File: src/rtl/tamper_pkg.sv
package tamper_pkg;

  // Picks one bit out of a written word; index is a field position.
  function automatic logic pick_bit(logic [31:0] word, int unsigned idx);
    return word[idx];
  endfunction

  // Flag update: a new edge dominates a clearing write.
  function automatic logic flag_next(logic flag, logic rise, logic clr);
    return rise | (flag & ~clr);
  endfunction

  // An edge is accepted when the flag is free or being released this cycle.
  function automatic logic edge_accepted(logic flag, logic rise, logic clr);
    return rise & (~flag | clr);
  endfunction

endpackage

File: src/rtl/tamper_sync.sv
module tamper_sync #(
  parameter int STAGES = 2
) (
  input  logic clk,
  input  logic rst_n,
  input  logic async_in,
  output logic sync_out
);
  generate
    if (STAGES <= 1) begin : g_single
      logic stage_q;
      always_ff @(posedge clk or negedge rst_n) begin
        if (!rst_n) stage_q <= 1'b0;
        else        stage_q <= async_in;
      end
      assign sync_out = stage_q;
    end else begin : g_chain
      logic [STAGES-1:0] chain_q;
      always_ff @(posedge clk or negedge rst_n) begin
        if (!rst_n) chain_q <= '0;
        else        chain_q <= {chain_q[STAGES-2:0], async_in};
      end
      assign sync_out = chain_q[STAGES-1];
    end
  endgenerate
endmodule

File: src/rtl/tamper_edge.sv
module tamper_edge (
  input  logic clk,
  input  logic rst_n,
  input  logic level_in,
  output logic rise_o
);
  logic prev_q;
  always_ff @(posedge clk or negedge rst_n) begin
    if (!rst_n) prev_q <= 1'b0;
    else        prev_q <= level_in;
  end
  assign rise_o = level_in & ~prev_q;
endmodule

File: src/rtl/tamper_flag_ctl.sv
module tamper_flag_ctl
  import tamper_pkg::*;
(
  input  logic clk,
  input  logic rst_n,
  input  logic rise_i,
  input  logic clr_i,
  output logic flag_o,
  output logic accept_o
);
  logic flag_q;
  always_ff @(posedge clk or negedge rst_n) begin
    if (!rst_n) flag_q <= 1'b0;
    else        flag_q <= flag_next(flag_q, rise_i, clr_i);
  end
  assign flag_o   = flag_q;
  assign accept_o = edge_accepted(flag_q, rise_i, clr_i);
endmodule

File: src/rtl/time_snapshot.sv
module time_snapshot #(
  parameter int NUM_FIELDS = 7,
  parameter int FIELD_W    = 8
) (
  input  logic                          clk,
  input  logic                          rst_n,
  input  logic                          load_i,
  input  logic [NUM_FIELDS*FIELD_W-1:0] live_i,
  output logic [NUM_FIELDS*FIELD_W-1:0] snap_o
);
  generate
    for (genvar f = 0; f < NUM_FIELDS; f++) begin : g_field
      logic [FIELD_W-1:0] field_q;
      always_ff @(posedge clk or negedge rst_n) begin
        if (!rst_n)      field_q <= '0;
        else if (load_i) field_q <= live_i[f*FIELD_W +: FIELD_W];
      end
      assign snap_o[f*FIELD_W +: FIELD_W] = field_q;
    end
  endgenerate
endmodule

File: src/rtl/tamper_timestamp.sv
module tamper_timestamp
  import tamper_pkg::*;
#(
  parameter int NUM_FIELDS  = 7,
  parameter int FIELD_W     = 8,
  parameter int ADDR_W      = 4,
  parameter int DATA_W      = 8,
  parameter int SYNC_STAGES = 2,
  parameter int FLAG_ADDR   = 0,
  parameter int FLAG_BIT    = 7,
  parameter int RSNAP_BIT   = 0
) (
  input  logic                          clk,
  input  logic                          rst_n,
  input  logic                          tamper_in,
  input  logic                          ts_enable,
  input  logic [NUM_FIELDS*FIELD_W-1:0] live_time,
  input  logic                          wr_en,
  input  logic [ADDR_W-1:0]             wr_addr,
  input  logic [DATA_W-1:0]             wr_data,
  output logic                          tamper_flag,
  output logic                          ts_strobe,
  output logic [NUM_FIELDS*FIELD_W-1:0] snap_time
);
  localparam int TIME_W = NUM_FIELDS * FIELD_W;

  // Named internal events, brought out for the checker.
  logic tamper_sync_lvl;
  logic rise_evt;
  logic accept_evt;
  logic flags_wr;
  logic clr_req;
  logic rsnap_val;
  logic rsnap_rise;
  logic ts_take;
  logic snap_load;
  logic rsnap_q;
  logic strobe_q;

  tamper_sync #(.STAGES(SYNC_STAGES)) u_sync (
    .clk      (clk),
    .rst_n    (rst_n),
    .async_in (tamper_in),
    .sync_out (tamper_sync_lvl)
  );

  tamper_edge u_edge (
    .clk      (clk),
    .rst_n    (rst_n),
    .level_in (tamper_sync_lvl),
    .rise_o   (rise_evt)
  );

  assign flags_wr  = wr_en && (wr_addr == ADDR_W'(FLAG_ADDR));
  assign clr_req   = flags_wr && !pick_bit(32'(wr_data), FLAG_BIT);
  assign rsnap_val = pick_bit(32'(wr_data), RSNAP_BIT);

  tamper_flag_ctl u_flag (
    .clk      (clk),
    .rst_n    (rst_n),
    .rise_i   (rise_evt),
    .clr_i    (clr_req),
    .flag_o   (tamper_flag),
    .accept_o (accept_evt)
  );

  // Read-request bit: a 0-to-1 write refreshes the snapshot.
  always_ff @(posedge clk or negedge rst_n) begin
    if (!rst_n)        rsnap_q <= 1'b0;
    else if (flags_wr) rsnap_q <= rsnap_val;
  end
  assign rsnap_rise = flags_wr && rsnap_val && !rsnap_q;

  assign ts_take   = accept_evt && ts_enable;
  assign snap_load = ts_take || rsnap_rise;

  always_ff @(posedge clk or negedge rst_n) begin
    if (!rst_n) strobe_q <= 1'b0;
    else        strobe_q <= ts_take;
  end
  assign ts_strobe = strobe_q;

  time_snapshot #(.NUM_FIELDS(NUM_FIELDS), .FIELD_W(FIELD_W)) u_snap (
    .clk    (clk),
    .rst_n  (rst_n),
    .load_i (snap_load),
    .live_i (live_time[TIME_W-1:0]),
    .snap_o (snap_time)
  );
endmodule

File: config.mk
export PLATFORM = sky130hd
export DESIGN_NAME = tamper_timestamp
export DESIGN_NICKNAME = d
export VERILOG_FILES = /design/src/rtl/tamper_pkg.sv /design/src/rtl/tamper_sync.sv /design/src/rtl/tamper_edge.sv /design/src/rtl/tamper_flag_ctl.sv /design/src/rtl/time_snapshot.sv /design/src/rtl/tamper_timestamp.sv
export SDC_FILE = /design/constraint.sdc
export NUM_CORES = 1
export LEC_CHECK = 0
export ABC_AREA = 0
export BUFFER_PORTS_ARGS = -buffer_cell sky130_fd_sc_hd__buf_2
export CORE_UTILIZATION = 45
export DETAILED_ROUTE_END_ITERATION = 6
export PLACE_DENSITY = 0.87
export SYNTH_ARGS = -nofsm -noshare
export SYNTH_HDL_FRONTEND = slang
export SYNTH_SLANG_ARGS = --single-unit
File: constraint.sdc
create_clock -name clk -period 3 [get_ports clk]
set_clock_uncertainty 0.05 [all_clocks]
set_input_delay 0.15 -clock clk [delete_from_list [all_inputs] [get_ports clk]]
set_output_delay 0.15 -clock clk [all_outputs]
set_load 0.02 [all_outputs]
# Word-level counts from Yosys, hierarchy flattened
# Index checks and enable logic that the tools add are counted.
dict set report word_totals {
  inputBits 73
  output_inout_bits 58
  ff_bits 62
  wordCells 29
}
dict set report op_classes {
  bitwise 8
  n_reduce_logical 9
}
# op n
set ops {}
lappend ops {{1-bit logical AND} 5}
lappend ops {{4-bit zero test} 1}
lappend ops {{1-bit bitwise AND} 3}
lappend ops {{1-bit NOT} 3}
lappend ops {{1-bit zero test} 2}
lappend ops {{1-bit bitwise OR} 2}
lappend ops {{1-bit logical OR} 1}

# Logic depth before layout (Yosys ltp)
dict set report depth {
  word_depth 7
  mapped_depth 6
  depth_no_buf 4
}

# Hierarchy
# A second synthesis with hierarchy kept.
dict set report hier_totals {
  hier_cells 135
  area_unflattened_um2 2481.1
}
# mod seq_area_each_um2 n_inst cells_each area_each_um2
set by_module_without_submodules {}
lappend by_module_without_submodules {time_snapshot 1401.3 1 118 2243.4}
lappend by_module_without_submodules {tamper_timestamp 50.0 1 9 105.1}
lappend by_module_without_submodules {tamper_sync 50.0 1 2 50.0}
lappend by_module_without_submodules {tamper_flag_ctl 25.0 1 4 43.8}
lappend by_module_without_submodules {tamper_edge 25.0 1 2 38.8}

# Worst setup path before layout
# No wires, ideal clock.
dict set report synth_timing {
  path_type {register to register}
  from {register u_flag.flag_q (netlist: u_flag.flag_o)}
  to {register u_snap.g_field[0].field_q[0]}
  t_arrival_ns 1.516
  setup_ns 0.125
  required_time_ns 2.825
  period_less_slack_ns 1.691
  n_path_buf 2
  path_stages_with_launch 7
  slack_ns 1.309
  path_cell_list {dfrtp_1 > inv_1 > a31o_2 > a2bb2oi_1 > buf_6 > buf_6 > mux2_4}
}
dict set report synth_between {
  elab_chain_len 5
}
# item line
set synth_lines {}
lappend synth_lines {{from (decl)} tamper_flag_ctl.sv:11} ;# logic flag_q;
lappend synth_lines {{from (signal assigned)} tamper_flag_ctl.sv:14} ;# else flag_q <= flag_next(flag_q, rise_i, clr_i);
lappend synth_lines {{1-bit NOT} tamper_pkg.sv:15} ;# return rise & (~flag | clr);
lappend synth_lines {{1-bit bitwise OR} tamper_pkg.sv:15}
lappend synth_lines {{1-bit bitwise AND} tamper_pkg.sv:15}
lappend synth_lines {{1-bit logical AND} tamper_timestamp.sv:74} ;# assign ts_take = accept_evt && ts_enable;
lappend synth_lines {{1-bit logical OR} tamper_timestamp.sv:75} ;# assign snap_load = ts_take || rsnap_rise;
lappend synth_lines {{to (signal assigned)} time_snapshot.sv:16} ;# else if (load_i) field_q <= live_i[f*FIELD_W +: FIELD_W];
lappend synth_lines {{to (decl)} time_snapshot.sv:13} ;# logic [FIELD_W-1:0] field_q;
# No other way between the ends.
# A chain may end at the register's enable or synchronous reset.

# Worst setup path in the final report
dict set report layout_timing {
  from {register u_flag.flag_q (netlist: u_flag.flag_o)}
  to {register u_snap.g_field[5].field_q[2]}
}
dict set report layout_between {
  elab_chain_len 5
}
# item line
set layout_lines {}
lappend layout_lines {{1-bit NOT} tamper_pkg.sv:15}
lappend layout_lines {{1-bit bitwise OR} tamper_pkg.sv:15}
lappend layout_lines {{1-bit bitwise AND} tamper_pkg.sv:15}
lappend layout_lines {{1-bit logical AND} tamper_timestamp.sv:74}
lappend layout_lines {{1-bit logical OR} tamper_timestamp.sv:75}
lappend layout_lines {{to (signal assigned)} time_snapshot.sv:16}
lappend layout_lines {{to (decl)} time_snapshot.sv:13}
# No other way between the ends.

==> impl_metrics.tcl <==
set metrics [dict create \
    worstReg2RegStart "u_flag.flag_o$_DFF_PN0_" \
    dpl_worst_slack_ns 1.177 \
    power.density_nw_per_um2 753.3 \
    syn_nets 209 \
    relSlewSlack_pct 30.44 \
    final_cell_mix "124 x buf_2, 62 x dfrtp_1, 46 x dlygate4sd3_1" \
    instances_no_fill 389 \
    n_antenna_cell 0 \
    drv_cap 0 \
    clock_tree.buffer_depth 2 \
    cts-root-buf "clkbuf_8" \
    track_usage_pct 22.81 \
    placed_area_um2 3162 \
    antenna_found_initial 0 \
    drive_gt1_share_pct 63.32 \
    fp.dieW_um 76.16 \
    period_share_pct 61.06 \
    yosys.area.top_type "dfrtp_1" \
    insertion_delay_ns 0.33 \
    clk_pin_slew_worst_paths_ns 0.07 \
    final_cell_area_um2 3822 \
    row_count 26 \
    grt_pass1_vias 2036 \
    wl_per_cell_um 15.50 \
    syn_to_final_growth_pct 54.45 \
    final_common_cell "buf_2" \
    yosys_warnings 0 \
    nets 387 \
    critPathMaxFanout 36 \
    tritoncts "yes" \
    initial_core_util_pct 47.55 \
    ir_drop_mv 0.4885 \
    synthCells 136 \
    drtIter0Drc 39 \
    cts_setup_buffers 0 \
    numPortBuffers 124 \
    critPathCaptureType "flip-flop" \
    synth_area_um2 2475 \
    critical_path_class "reg -> reg" \
    crit_chain "inv_1 -> a31o_2 -> a2bb2oi_4 -> buf_4 -> mux2_2" \
    setup_tns_ns 0 \
    final-setup-viol-count 0 \
    startpoint_type "flip-flop" \
    synth-seq-area-share_pct 62.69 \
    crit_path_max_incr_delay_ns 0.49 \
    routed_wl_um 6029 \
    holdWs_ns 0.008358 \
    grt-ovfl-total 0 \
    worstReg2RegEnd "u_snap.g_field[5].field_q[2]$_DFFE_PN0P_" \
    ys_types 14 \
    die_area_um2 5800 \
    hold_class "in -> reg" \
    io_pins 131 \
    grt_max_degree 48 \
    synth_top_area_share_pct 62.69 \
    grt_pass1_wl_um 9942 \
    core_area_um2 5205 \
    dpl.hpwl_um 3631 \
    crit_slowest_cell "buf_4" \
    cts_buffers 9 \
    synth-seq-cells 62 \
    max_clock_freq_mhz 545.9 \
    ff2ff_path_depth 5 \
    status "completed" \
    worstPathArrival_ns 2.00 \
    drcViolationCount 0 \
    clock_sinks 62 \
    worstMarginPinSlew_ns 1.043 \
    antenna_left 0 \
    min_path_cells 2 \
    synth.area.top_cells "dfrtp_1 63%, mux2_4 24%, mux2_2 7.7%" \
    routabilityCongestion 0.7015 \
    htree_levels 3 \
    reg2reg_setup_slack_ns 1.17 \
    vias 1826 \
    die_h_um 76.16 \
    nFillCells 341 \
    crit_required_ns 3.16 \
    finalHoldViolations 0 \
    period_minus_slack_ns 1.832 \
    layout_setup_ws_ns 1.168 \
    dr.pass1.iters 4 \
    post-place-cells 327 \
    min-delay-start "live_time[42]" \
    whs_endpoint "u_snap.g_field[5].field_q[2]$_DFFE_PN0P_" \
    syn-mean-instance-area_um2 18.20 \
    rsz0062_at_grt "no" \
    via_per_inst 4.694 \
    drv_slew 0 \
    p_leak_nw 2.104 \
]
Yosys cell counts:
library cell  number
o21ai_0            1
dfrtp_1           62
a2bb2oi_1          1
buf_6              5
buf_2              1
nor3b_1            1
inv_1              3
mux2_4            40
nor4_2             1
mux2_2            17
nand2b_1           1
nand2_1            1
and2_1             1
a31o_2             1
repair_timing:
| item | CTS | global route |
|---|---|---|
| hold buffers | 43 | 3 |
| resized for setup | 0 | 0 |
| hold endpoints to repair | 88 | 3 |
cells by family (layout without fill, tap and decap cells):
logic type,Yosys count,in the layout,share of synthesized area [%]
AO/OA/AOI/OAI,3,3,0.9099
buffers and inverters,9,192,2.932
flip-flops,62,62,62.69
multiplexers,57,57,32.00
AND/OR/NAND/NOR,5,5,1.466
area by class of cell:
| class | instances | area [um2] | area share (%) |
|---|---|---|---|
| Inverter | 3 | 11.26 | 0.2946 |
| Sequential cell | 62 | 1551 | 40.59 |
| Timing Repair Buffer | 173 | 1104 | 28.87 |
| Tap cell | 70 | 87.58 | 2.291 |
| Multi-Input combinational cell | 65 | 868.3 | 22.72 |
| Clock inverter | 5 | 58.81 | 1.538 |
| Clock buffer | 11 | 141.4 | 3.699 |
worst max path at each step:
stage                                  from                                  endpoint  slack [ns]  cells past startpoint
floorplan           u_flag.flag_o$_DFF_PN0_  u_snap.g_field[0].field_q[0]$_DFFE_PN0P_        1.31                      6
global route        u_flag.flag_o$_DFF_PN0_  u_snap.g_field[5].field_q[2]$_DFFE_PN0P_        1.09                      5
finish              u_flag.flag_o$_DFF_PN0_  u_snap.g_field[5].field_q[2]$_DFFE_PN0P_        1.17                      5
CTS                 u_flag.flag_o$_DFF_PN0_  u_snap.g_field[6].field_q[7]$_DFFE_PN0P_        1.16                      5
global placement    u_flag.flag_o$_DFF_PN0_  u_snap.g_field[3].field_q[6]$_DFFE_PN0P_        1.23                      5
detailed placement  u_flag.flag_o$_DFF_PN0_  u_snap.g_field[6].field_q[7]$_DFFE_PN0P_        1.18                      5
critical path: cells and delay by family (launching register included):
kind	cells	cell delay, ns
buffers and inverters	2	0.53
muxes	1	0.40
AOI/OAI and AO/OA	2	0.37
DFF	1	0.34
flip-flops by register name, indices dropped and copies added (netlist names):
name,cells
rsnap_q,1
ts_strobe,1
u_edge.prev_q,1
u_flag.flag_o,1
u_snap.g_field.field_q,56
u_sync.g_chain.chain_q,2
where the power goes:
group	switching, mW	internal, mW
sequential	0.125	1.06
clock	0.319	0.406
combinational	0.490	0.475
total	0.934	1.95
metal layers:
metal	GRT usage (%)	vias to the layer above	wire length (um)
met2	39.82	87	3179
met3	5.030	19	289
met1	26.02	891	2379
met5	0	-	0
li1	-	829	-
met4	12.50	0	180
per-stage QoR:
stage               power (mW)  util (%)
global route             3.022     73.44
detailed placement       2.111     60.75
floorplan                1.765         -
CTS                      2.883     72.86
global placement         2.076     60.75
finish                   2.879     73.44
Note: power is estimated with default switching activity, not from simulation.
